<file path="config.mk">
export PLATFORM = sky130hd
export DESIGN_NAME = xform_seq
export DESIGN_NICKNAME = d
export VERILOG_FILES = /design/src/rtl/xform_seq.sv
export SDC_FILE = /design/constraint.sdc
export NUM_CORES = 1
export LEC_CHECK = 0
export BUFFER_PORTS_ARGS = -buffer_cell sky130_fd_sc_hd__buf_2
export CAP_MARGIN = 20
export CORE_MARGIN = 3
export CORE_UTILIZATION = 50
export CTS_CLUSTER_DIAMETER = 60
export DETAILED_ROUTE_END_ITERATION = 10
export MAX_ROUTING_LAYER = met4
export PLACE_DENSITY = 0.87
export SETUP_SLACK_MARGIN = 0.3
export SYNTH_ARGS = -nofsm -noshare
export SYNTH_HDL_FRONTEND = slang
export SYNTH_SLANG_ARGS = --single-unit
</file>
<file path="constraint.sdc">
create_clock -name clk -period 2.36 [get_ports clk]
set_input_delay 0.236 -clock clk [delete_from_list [all_inputs] [get_ports clk]]
set_output_delay 0.236 -clock clk [all_outputs]
set_load 0.02 [all_outputs]
</file>
<file path="src/rtl/xform_seq.sv">
module xform_seq #(
  parameter int SIZE_W   = 10,
  parameter int DATA_W   = 16,
  parameter int MIN_SIZE = 8
) (
  input  logic              clk,
  input  logic              rst_n,
  input  logic              start_i,
  input  logic              dir_i,
  input  logic [SIZE_W-1:0] size_i,
  input  logic              dvalid_i,
  input  logic [DATA_W-1:0] data_i,
  input  logic              par_i,
  output logic              busy_o,
  output logic              dreq_o,
  output logic              ack_o,
  output logic              nack_o,
  output logic              in_en_o,
  output logic [DATA_W-1:0] data_o,
  output logic              gate1_o,
  output logic              gate2_o,
  output logic              out_en_o,
  output logic              coef_sel_o,
  output logic              eod_o
);
  localparam int CNT_W    = SIZE_W + 1;
  localparam int EDGE_CNT = 4;
  localparam int TAIL     = 4;

  typedef enum logic [2:0] {S_IDLE, S_LOAD, S_LEFT, S_STEADY, S_FLUSH} st_t;

  st_t              st;
  logic [SIZE_W-1:0] n_q;
  logic              dir_q;
  logic [CNT_W-1:0]  cnt;

  wire [CNT_W-1:0] n_ext    = {1'b0, n_q};
  wire [CNT_W-1:0] last_cnt = n_ext + CNT_W'(TAIL);
  wire [CNT_W-1:0] cnt_nx   = cnt + 1'b1;
  wire take       = dreq_o & dvalid_i;
  wire good       = take & ((^data_i) == par_i);
  wire bad        = take & ~good;
  wire flush_step = (st == S_FLUSH) && (cnt != last_cnt);
  wire step       = good | flush_step;
  wire go         = (st == S_IDLE) && start_i && (size_i >= SIZE_W'(MIN_SIZE));

  assign busy_o     = (st != S_IDLE);
  assign dreq_o     = ((st == S_LOAD) || (st == S_STEADY)) && !ack_o && !nack_o;
  assign coef_sel_o = dir_q;

  always_ff @(posedge clk or negedge rst_n) begin
    if (!rst_n) begin
      st    <= S_IDLE;
      n_q   <= '0;
      dir_q <= 1'b0;
      cnt   <= '0;
    end else begin
      if (go) begin
        n_q   <= size_i;
        dir_q <= dir_i;
        cnt   <= '0;
      end else if (step) begin
        cnt <= cnt_nx;
      end
      case (st)
        S_IDLE:   if (go) st <= S_LOAD;
        S_LOAD:   if (good && cnt_nx == CNT_W'(EDGE_CNT)) st <= S_LEFT;
        S_LEFT:   st <= S_STEADY;
        S_STEADY: if (good && cnt_nx == n_ext) st <= S_FLUSH;
        S_FLUSH:  if (cnt == last_cnt) st <= S_IDLE;
        default:  st <= S_IDLE;
      endcase
    end
  end

  always_ff @(posedge clk or negedge rst_n) begin
    if (!rst_n) begin
      ack_o    <= 1'b0;
      nack_o   <= 1'b0;
      in_en_o  <= 1'b0;
      data_o   <= '0;
      gate1_o  <= 1'b0;
      gate2_o  <= 1'b0;
      out_en_o <= 1'b0;
      eod_o    <= 1'b0;
    end else begin
      ack_o    <= good;
      nack_o   <= bad;
      in_en_o  <= good;
      if (good) data_o <= data_i;
      gate1_o  <= good && (cnt_nx == CNT_W'(EDGE_CNT));
      gate2_o  <= good && (cnt_nx == n_ext);
      out_en_o <= step && (cnt_nx >= CNT_W'(EDGE_CNT + 1));
      eod_o    <= (st == S_FLUSH) && (cnt == last_cnt);
    end
  end
endmodule

</file>
==> results of run 1 <==
==> state kept, by name (all words and copies together) (netlist names) <==
signal and count:
data_o 16, cnt 11, n_q 10, st 3, coef_sel_o 1, eod_o 1
gate1_o 1, gate2_o 1, in_en_o 1, nack_o 1, out_en_o 1
==> routing by layer <==
| metal | up-vias | GRT usage | routed length [um] |
|---|---|---|---|
| li1 | 1292 | - | - |
| met1 | 1345 | 0.2620 | 3142 |
| met2 | 100 | 0.3805 | 3942 |
| met3 | 13 | 0.03509 | 551 |
| met4 | 0 | 0.06146 | 137 |
| met5 | - | - | 0 |
==> cells by family after synthesis <==
| group | after synthesis |
|---|---|
| DFF | 47 |
| buffers and inverters | 27 |
| adders and majority gates | 4 |
| and+or+nand+nor | 151 |
| AOI/OAI and AO/OA | 34 |
| xor gates and xnor gates | 39 |
| muxes | 15 |
==> cells in the final DEF, fill, tap and decap left out, types with 5 or more instances in the layout <==
master    count
nor3_1        8
dfrtp_1      42
xor2_1       15
mux2_2       13
buf_4        43
dfrtp_2       5
xnor2_1      19
nor2_1       12
inv_1         6
o211ai_1      5
buf_2        57
clkbuf_8      5
nand2_1      66
buf_6        10
nand3_1      12
==> power by group through the flow <==
stage | clock network (mW) | registers (mW) | logic, mW
2_1_floorplan | 0 | 1.55 | 1.58
3_3_place_gp | 0 | 1.37 | 2.46
3_5_place_dp | 0 | 1.39 | 2.52
4_1_cts | 0.485 | 1.38 | 2.66
5_1_grt | 0.510 | 1.43 | 3.34
6_report | 0.471 | 1.39 | 3.10
==> synth_stat cells, types with 3 or more instances <==
cell and n:
dfrtp_1 47, and3_1 5, buf_2 9, nand2_1 67, inv_1 7, a21oi_1 4, ha_1 4, nor2_1 15
nor2b_1 4, xnor2_1 21, nand2b_1 4, xor2_1 15, o211ai_1 5, mux2_2 13, and2_1 3, o21ai_0 3
nor4_1 7, or3_1 4, nor3_1 11, nand3_1 18, a221o_1 4, clkbuf_1 5
==> area by class of cell <==
type	instances	area share
Timing Repair Buffer	111	0.1859
Inverter	9	0.009105
Multi-Input combinational cell	243	0.4647
Tap cell	72	0.02261
Clock inverter	3	0.003768
Clock buffer	5	0.01727
Sequential cell	47	0.2967
==> per-stage QoR <==
| step | cells | area, sq um | setup TNS, ps | util | worst slack [ps] |
|---|---|---|---|---|---|
| CTS | 480 | 3729 | 0 | 0.6730 | 62.85 |
| finish | 490 | 3985 | -53.59 | 0.7193 | -41.87 |
| global placement | 470 | 3553 | -176.3 | 0.6414 | -110.9 |
| global route | 490 | 3985 | -511.3 | 0.7193 | -120.2 |
| floorplan | 317 | 2974 | 0 | - | 143.8 |
| detailed placement | 470 | 3553 | -118.2 | 0.6414 | -62.86 |
==> worst max-delay path, stage by stage (launching register included) <==
cell and delay (ps):
dfrtp_2 450, buf_12 130, ha_4 160, nand3_4 100
or3_4 370, xnor2_1 130, or3_1 310, o311a_1 150
o311ai_2 350, o41ai_2 130
==> worst max-delay path by stage <==
| stage | cells past startpoint | slack (ps) | to | start |
|---|---|---|---|---|
| floorplan | 9 | 140 | cnt[6] | n_q[3] |
| global placement | 7 | -110 | st[0] | cnt[0] |
| detailed placement | 9 | -60 | st[0] | data_i[9] |
| CTS | 9 | 60 | cnt[8] | n_q[2] |
| global route | 7 | -120 | st[0] | cnt[0] |
| finish | 9 | -40 | st[0] | cnt[0] |
==> repair_timing <==
action	4_1_cts	5_1_grt
gates cloned	0	0
resized for setup	16	36
pin swaps	5	24
endpoints found under the setup margin	17	26
buffers inserted	2	10
==> results.md, run 1 <==
- FMAX: 416.3 MHz
- CP Data Arrival Time: about 2600 ps
- Seq/Total Area, Yosys: 0.4075
- Yosys warns: 0
- Compound-Gate Fraction of Synth Area: 0.08886
- Share of cells above drive strength 1: 0.4306
- Largest net degree at the start of global routing: 40
- Vias/cell: approximately 5.6
- Crit-path max FO: 5
- Root Buffer: clkbuf_8
- Total power: between 4 and 5 mW
- Clk network pwr share: 0.095
- Netlist cell types: between 50 and 60
- Main synth FF type: dfrtp_1
- Final setup violation count: 2
- Placer congestion estimate: slightly above 0.9
- Final worst setup slack: -41.87 ps
- Drt total wl: just under 8000 um
- Largest area contributor in the netlist: dfrtp_1
- Logic gate share of total power: 0.625
- DRC Markers: 0
- Required @ worst endpoint: roughly 2500 ps
- IO buf count: 57
- Ys async rst share: 1.000
- Area of the mapped netlist: ~2900 sq um
- Failing checks: setup timing
- Power density over cell area: roughly 1200 nW/um^2
- Worst Reg-to-Reg Cells: 9
- CTS Hold Bufs: 0
- Vias in the first global route: 2479
- Clock sinks: 47
- Least-Margin Pin Slew: approximately 890 ps
- NetSw: around 2.2 mW
- Number of max-cap violations: 0
- Fin. Hold Viols: 0
- Max clock buf depth: 2
- Worst-skew pair later-pin latency: roughly 300 ps
- WL/cell: roughly 16 um
- Peak VDD IR: between 800 and 900 uV
- Initial core utilization: 0.5210
- IO Pins: between 50 and 60
- Adder-cell share of the synthesized area: 0.01734
- Core area: ~5500 sq um
- Yosys reg bits: 47
- Combinational family with the most area after synthesis: simple AND/OR/NAND/NOR gates
- Post-layout net count: 453
- Worst Skew: between 7 and 8 ps
- CTS buffer count: 5
- Part of the cycle the worst path needs: 1.018
- Area grow syn2layout: 38.06%
- Area of the multi-input gates: 1852 sq um
- Worst R2R End: st[0]
- Simple-Gate Fraction of Synth Area: 0.2497
- Int Pwr: roughly 2.8 mW
- Slew Limit Fails: 0
- GRT Total Usage: 0.2188
- Status: finished with violations
- Fillers: 409
- Fin crit period: 2402 ps
- Synth Area in XOR/XNOR: 0.1305
- Post-synth EDFFs: 0
- Crit. End Element: flop
- GRT overflow: 0
- Die area: a little under 7000 sq um
- Net Sw Frac: 0.4378
- RSZ-0062 raised after global routing: yes
- Ant diodes: 0
- Detail Placement HPWL: 5317 um
- Initial detailed-routing violation count: roughly 160
- Via Count: 2750
- Crit path launch type: flop
- Antenna violations before repair: 0
- Worst reg2reg path startpoint: cnt[0]
- Leak Pwr: around 1.9 nW
- Flop2flop setup slack: -40 ps
- Crit Path Class: reg -> reg
- Die Ht: 81.98 um
- Row cnt: 27
- Mean post-synth cell area: about 9.1 sq um
- Area taken by flip-flops and latches: approximately 1200 sq um
- Seq pwr share: 0.280
- H-tree levels: 2
- Die X: 81.98 um
- Clk slew on worst S/H paths: 90 ps
- Synth top area share: 0.4075
- First-pass GRT wire length: roughly 11000 um
- CTS tree: built
- Final hold slack: between 30 and 40 ps
- Routed Antenna Nets: 0
- Post-Synthesis Cells: ~320
- Rel. slew slack: 0.4082
- Synth area leaders: dfrtp_1 41%, nand2_1 8.7%, xnor2_1 6.4%
- First-pass DRT Iterations: 4
- Syn_nets: ~350
- Mux share of post-synthesis cell area: 0.06199
- Worst Hold Class: in -> async
(Power assumes the default switching activity.)
==> run 2, diff against run 1 <==
- ABC_AREA: default -> 1
- CORE_MARGIN: 3 -> 2
- PLACE_DENSITY: 0.87 -> 0.86
==> results.md, run 2 <==
- Detail Placement HPWL: 5921 um (was 5317 um)
- Post-route cell area: 3661 sq um (was 3985 sq um)
- Root Buffer: clkbuf_8 (unchanged)
- CTS buffer count: 5 (unchanged)
- Ys async rst share: 1.000 (unchanged)
- Part of the cycle the worst path needs: 0.8493 (was 1.018)
- First-pass DRT Iterations: 5 (was 4)
- Biggest register: data_o (unchanged)
- Post-layout net count: 539 (was 453)
- Power density over cell area: 1095 nW/um^2 (was 1244 nW/um^2)
- Seq/Total Area, Yosys: 0.3933 (was 0.4075)
- Core area: 5851 sq um (was 5540 sq um)
- Placer congestion estimate: 0.9971 (was 0.9280)
- Die area: 6615 sq um (was 6721 sq um)
- Total negative slack: 0 ps (was -53.59 ps)
- CTS tree: built (unchanged)
- Crit-path max cell delay: 430 ps (was 450 ps)
- Fin crit period: 2004 ps (was 2402 ps)
- Crit Path Class: reg -> reg (unchanged)
- Row cnt: 28 (was 27)
- Mux share of post-synthesis cell area: 0 (was 0.06199)
- Number of max-cap violations: 0 (unchanged)
- Post-Synthesis Cells: 431 (was 317)
- Placed instance area: 3373 sq um (was 3553 sq um)
- GRT overflow: 0 (unchanged)
- Worst Skew: 9.633 ps (was 7.834 ps)
- Crit-path max FO: 8 (was 5)
- FMAX: 498.9 MHz (was 416.3 MHz)
- Largest net degree at the start of global routing: 25 (was 40)
- Adder-cell share of the synthesized area: 0.01674 (was 0.01734)
- Peak VDD IR: 672.4 uV (was 819.4 uV)
- Slew Limit Fails: 0 (unchanged)
- Via Count: 3029 (was 2750)
- Count leader, synth: nand2_1 (unchanged)
- Max clock buf depth: 2 (unchanged)
- Least-Margin Pin Slew: 571.8 ps (was 887.8 ps)
- Netlist cell types: 30 (was 51)
- Die Ht: 81.34 um (was 81.98 um)
- Routed Antenna Nets: 0 (unchanged)
- First-pass GRT wire length: 12300 um (was 11100 um)
- Commonest cells after routing, fill and taps aside: 171 x nand2_1, 57 x buf_2, 44 x inv_1 (was 66 x nand2_1, 57 x buf_2, 43 x buf_4)
- Largest area contributor in the netlist: dfrtp_1 (unchanged)
- Max reg flops: 16 (unchanged)
- H-tree levels: 2 (unchanged)
- Crit path launch type: flop (unchanged)
- Clk slew on worst S/H paths: 100 ps (was 90 ps)
- Synth top area share: 0.3933 (was 0.4075)
- Pre-CTS WS: 271.1 ps (was -62.86 ps)
- Die X: 81.34 um (was 81.98 um)
- CP max-delay cell: dfrtp_1 (was dfrtp_2)
- Final setup violation count: 0 (was 2)
- Vias in the first global route: 2735 (was 2479)
- IO buf count: 57 (unchanged)
- Crit. End Element: flop (unchanged)
- Compound-Gate Fraction of Synth Area: 0.06192 (was 0.08886)
- Combinational family with the most area after synthesis: simple AND/OR/NAND/NOR gates (unchanged)
- Initial core utilization: 0.5111 (was 0.5210)
- Fin. Hold Viols: 0 (unchanged)
- Synth Area in XOR/XNOR: 0.07029 (was 0.1305)
- Ant diodes: 0 (unchanged)
- GRT Total Usage: 0.2498 (was 0.2188)
- Rel. slew slack: 0.6184 (was 0.4082)
- Clock sinks: 47 (unchanged)
- Leak Pwr: 1.958 nW (was 1.909 nW)
- Area of the mapped netlist: 2990 sq um (was 2887 sq um)
- Antenna violations before repair: 0 (unchanged)
- IO Pins: 58 (unchanged)
- Post-synth EDFFs: 0 (unchanged)
- Initial detailed-routing violation count: 238 (was 162)
- Drt total wl: 7801 um (was 7773 um)
- Most common cell after layout, fill and taps aside: nand2_1 (unchanged)
- Final std cells w/o fill: 579 (was 490)
- RSZ-0062 raised after global routing: yes (unchanged)
- Yosys warns: 0 (unchanged)
- Worst-skew pair later-pin latency: 320 ps (was 300 ps)
- Syn_nets: 467 (was 353)
- Synth area leaders: dfrtp_1 39%, nand2_1 22%, nand3_1 6.2% (was dfrtp_1 41%, nand2_1 8.7%, xnor2_1 6.4%)
- Main synth FF type: dfrtp_1 (unchanged)
- WL/cell: 13.47 um (was 15.86 um)
- Final hold slack: 122.2 ps (was 38.85 ps)
- Most frequent cells after synthesis: 177 x nand2_1, 48 x inv_1, 47 x dfrtp_1 (was 67 x nand2_1, 47 x dfrtp_1, 21 x xnor2_1)
- Total power: 4.011 mW (was 4.957 mW)
- Area grow syn2layout: 22.43% (was 38.06%)
- Required @ worst endpoint: 2610 ps (was 2530 ps)
- Simple-Gate Fraction of Synth Area: 0.3816 (was 0.2497)
- Placed Cells incl. Taps: 562 (was 470)
- Yosys reg bits: 47 (unchanged)
- Crit path cell chain: ha_4, nand2_2, nor2_4, buf_4, nand4_1, nand4_1, nor2_2, nand3_2, nand2_2, nand2_4, nor2_8, inv_4, o21ai_2 (was buf_12, ha_4, nand3_4, or3_4, xnor2_1, or3_1, o311a_1, o311ai_2, o41ai_2)
- Share of cells above drive strength 1: 0.2480 (was 0.4306)
- Final core utilization: 0.6257 (was 0.7193)
- CP Data Arrival Time: 2250 ps (was 2570 ps)
- Biggest registers after layout: data_o x16, cnt x11, n_q x10 (unchanged)
- DRC Markers: 0 (unchanged)
- Status: finished, final reports clean (was finished with violations)
- Mean post-synth cell area: 6.938 sq um (was 9.106 sq um)
- Vias/cell: 5.231 (was 5.612)
- Final worst setup slack: 355.6 ps (was -41.87 ps)
- Worst Hold Class: in -> reg (was in -> async)
run 2: kinds of logic after synthesis:
group,count (synthesis)
fa+ha+maj,4
xor+xnor,24
buf+inv,56
compound gates,33
flops,47
simple gates,267
run 2: final cells by class:
cell class              count  area [sq um]
clock buffers               5         68.82
well taps                  75         93.84
fillers                   504          2190
multi-input cells         328          1695
clock inverters             3         27.53
repair buffers             72         404.1
inverters                  49         190.2
flip-flops and latches     47          1181
run 2: path summary, 6_finish.rpt:
check	slack, ps	to	start	cells past startpoint
max	360	cnt[3]	n_q[2]	13
min	120	coef_sel_o	dir_i	3
max reg2reg	360	cnt[3]	n_q[2]	13
min reg2reg	480	coef_sel_o	coef_sel_o	2
max in group asynchronous	1410	cnt[3]	rst_n	3
min in group asynchronous	330	n_q[3]	rst_n	2
run 2: worst max-delay path: cells and delay by family, from the launching register on:
kind	cells	cell delay (ps)
buffers and inverters	2	200
DFF	1	430
AOI/OAI and AO/OA	1	100
adders and majority gates	1	180
and+or+nand+nor	9	990
run 2: timing repair:
action | CTS | global route
hold endpoints to repair | 10 | 0
pin swaps | 0 | 11
gates resized for setup | 2 | 39
setup buffers | 1 | 7
setup endpoints to repair | 13 | 17
hold buffers | 1 | 0
run 2: per-layer routing:
metal	wire (um)	global-route usage	part of all wire
met1	3376	0.3155	0.43
met2	3690	0.4008	0.47
met3	541	0.05333	0.069
met4	191	0.07966	0.024
met5	0	-	0
run 2: power by group:
part / total, mW / switching (mW) / leakage [nW] / internal (mW)
clock network: 0.541 / 0.321 / 0.0467 / 0.220
registers: 1.37 / 0.277 / 0.602 / 1.10
logic: 2.10 / 1.34 / 1.31 / 0.752
total: 4.01 / 1.94 / 1.96 / 2.07
==> run 3, diff against run 2 <==
- ABC_AREA: 1 -> 0
- PLACE_DENSITY: 0.86 -> 0.87
- clock period: 2.36 -> 1.6 ns (I/O delays scaled with it)
==> results.md, run 3 (synthesis results as in run 1) <==
- Max clock buf depth: 2 (unchanged)
- Least-Margin Pin Slew: 571.9 ps (was 571.8 ps)
- Crit path launch type: flop (unchanged)
- CTS buffer count: 5 (unchanged)
- Final setup violation count: 46 (was 0)
- Clk slew on worst S/H paths: 110 ps (was 100 ps)
- Detail Placement HPWL: 6287 um (was 5921 um)
- Area grow syn2layout: 65.37% (was 22.43%)
- Worst-skew pair later-pin latency: 320 ps (about the same)
- Required @ worst endpoint: 1760 ps (was 2610 ps)
- Part of the cycle the worst path needs: 1.517 (was 0.8493)
- Vias in the first global route: 3208 (was 2735)
- Row cnt: 27 (was 28)
- Die X: 79.98 um (was 81.34 um)
- Drt total wl: 12110 um (was 7801 um)
- NetSw: 4.000 mW (was 1.941 mW)
- FMAX: 412.1 MHz (was 498.9 MHz)
- IO buf count: 57 (unchanged)
- Root Buffer: clkbuf_8 (unchanged)
- Placed instance area: 4048 sq um (was 3373 sq um)
- DRC Markers: 0 (unchanged)
- Failing checks: setup timing
- Core area: 5540 sq um (was 5851 sq um)
- Antenna violations before repair: 0 (unchanged)
- Routed Antenna Nets: 0 (unchanged)
- Final worst setup slack: -826.4 ps (was 355.6 ps)
- Initial detailed-routing violation count: 325 (was 238)
- Initial core utilization: 0.5210 (was 0.5111)
- Largest net degree at the start of global routing: 28 (was 25)
- Net Sw Frac: 0.4447 (was 0.4839)
- Commonest cells after routing, fill and taps aside: 102 x buf_4, 60 x nand2_1, 51 x buf_2 (was 171 x nand2_1, 57 x buf_2, 44 x inv_1)
- Crit-path max FO: 5 (was 8)
- Int Pwr: 4.994 mW (was 2.070 mW)
- Status: finished with violations (was finished, final reports clean)
- Worst Hold Class: in -> reg (unchanged)
- Number of max-cap violations: 0 (unchanged)
- Final hold slack: 50.54 ps (was 122.2 ps)
- Clock sinks: 47 (unchanged)
- H-tree levels: 2 (unchanged)
- CP Data Arrival Time: 2590 ps (was 2250 ps)
- Fin. Hold Viols: 0 (unchanged)
- Worst Skew: 21.22 ps (was 9.633 ps)
- First-pass DRT Iterations: 5 (unchanged)
- Rel. slew slack: 0.6187 (was 0.6184)
- Vias/cell: 6.203 (was 5.231)
- Pre-CTS WS: -719.6 ps (was 271.1 ps)
- Placed Cells incl. Taps: 521 (was 562)
- Placer congestion estimate: 0.9092 (was 0.9971)
- Crit. End Element: flop (unchanged)
- GRT overflow: 0 (unchanged)
- Final std cells w/o fill: 551 (was 579)
- Die Ht: 79.98 um (was 81.34 um)
- Peak VDD IR: 1313 uV (was 672.4 uV)
- Crit Path Class: reg -> reg (unchanged)
- Max reg flops: 16 (unchanged)
- First-pass GRT wire length: 15300 um (was 12300 um)
- Total power: 8.994 mW (was 4.011 mW)
- IO Pins: 58 (unchanged)
- Seq pwr share: 0.234 (was 0.343)
- Post-layout net count: 514 (was 539)
- Slew Limit Fails: 0 (unchanged)
- Logic gate share of total power: 0.673 (was 0.522)
- CTS tree: built (unchanged)
- Biggest register: data_o (unchanged)
- Most common cell after layout, fill and taps aside: buf_4 (was nand2_1)
- RSZ-0062 raised after global routing: yes (unchanged)
- Via Count: 3418 (was 3029)
- Biggest registers after layout: data_o x16, cnt x11, n_q x10 (unchanged)
- Fin crit period: 2426 ps (was 2004 ps)
- WL/cell: 21.97 um (was 13.47 um)
- Leak Pwr: 2.367 nW (was 1.958 nW)
- Power density over cell area: 1884 nW/um^2 (was 1095 nW/um^2)
- Clk network pwr share: 0.094 (was 0.135)
- Share of cells above drive strength 1: 0.5511 (was 0.2480)
- Post-route cell area: 4773 sq um (was 3661 sq um)
- Ant diodes: 0 (unchanged)
- GRT Total Usage: 0.3183 (was 0.2498)
- Die area: 6397 sq um (was 6615 sq um)
run 3: cell count changes in the layout (fill, tap and decap cells not counted), moves of 8 or more:
cell     change
nand3_1     -22
nor2_2       -8
o21ai_0     -19
buf_6        +8
xnor2_2      +9
inv_1       -38
nand2_1    -111
buf_4       +89
mux2_4      +11
run 3: worst paths after layout:
check / startpoint / end / slack, ps / cells past startpoint
setup reg to reg: cnt[9] / cnt[9] / -830 / 7
hold / removal: data_i[11] / data_o[11] / 50 / 3
max in group asynchronous: rst_n / cnt[3] / 650 / 3
setup / recovery: cnt[9] / cnt[9] / -830 / 7
hold reg to reg: data_o[14] / data_o[14] / 490 / 2
min in group asynchronous: rst_n / data_o[10] / 360 / 2
run 3: final cells by class:
type | count | area, sq um
Sequential cell | 47 | 1184
Inverter | 9 | 41.29
Fill cell | 256 | 767.0
Tap cell | 72 | 90.09
Multi-Input combinational cell | 243 | 2034
Timing Repair Buffer | 172 | 1320
Clock buffer | 7 | 96.34
Clock inverter | 1 | 7.507
run 3: worst max-delay path: stages, from the launching register on:
cell and delay (ps):
dfrtp_1 470, xnor2_2 270, xnor2_1 120, a221o_1 350, a221o_2 440, and3_4 250, a221oi_4 230, o211ai_1 150
run 3: layer usage:
layer  track usage  up-vias  wire length, um  share of wire
met5             -        -                0              0
met4        0.1254        0              735          0.061
met3       0.04638       84              947          0.078
met2        0.5558      263             6055           0.50
met1        0.3688     1661             4368           0.36
li1              -     1410                -              -
run 3: what timing repair did:
| action | in CTS | in global routing |
|---|---|---|
| pin swaps | 16 | 23 |
| gates cloned | 1 | 2 |
| resized for setup | 36 | 52 |
| setup endpoints to repair | 48 | 49 |
| hold endpoints to repair | 20 | 0 |
| hold buffers | 1 | 0 |
| setup buffers | 8 | 10 |
run 3: per-stage QoR:
step                TNS [ps]  utilization
finish                -16390       0.8616
global route          -18760       0.8616
CTS                   -16130       0.7954
detailed placement    -19980       0.7306
global placement      -17950       0.7306
floorplan             -11260            -
run 3: power by group through the flow:
stage / clock network [mW] / logic, mW / registers, mW
final: 0.845 / 6.05 / 2.10
after global routing: 0.880 / 6.31 / 2.13
after CTS: 0.817 / 5.00 / 2.04
after detailed placement: 0 / 4.58 / 2.04
after global placement: 0 / 4.38 / 2.02
after floorplan: 0 / 2.55 / 2.30
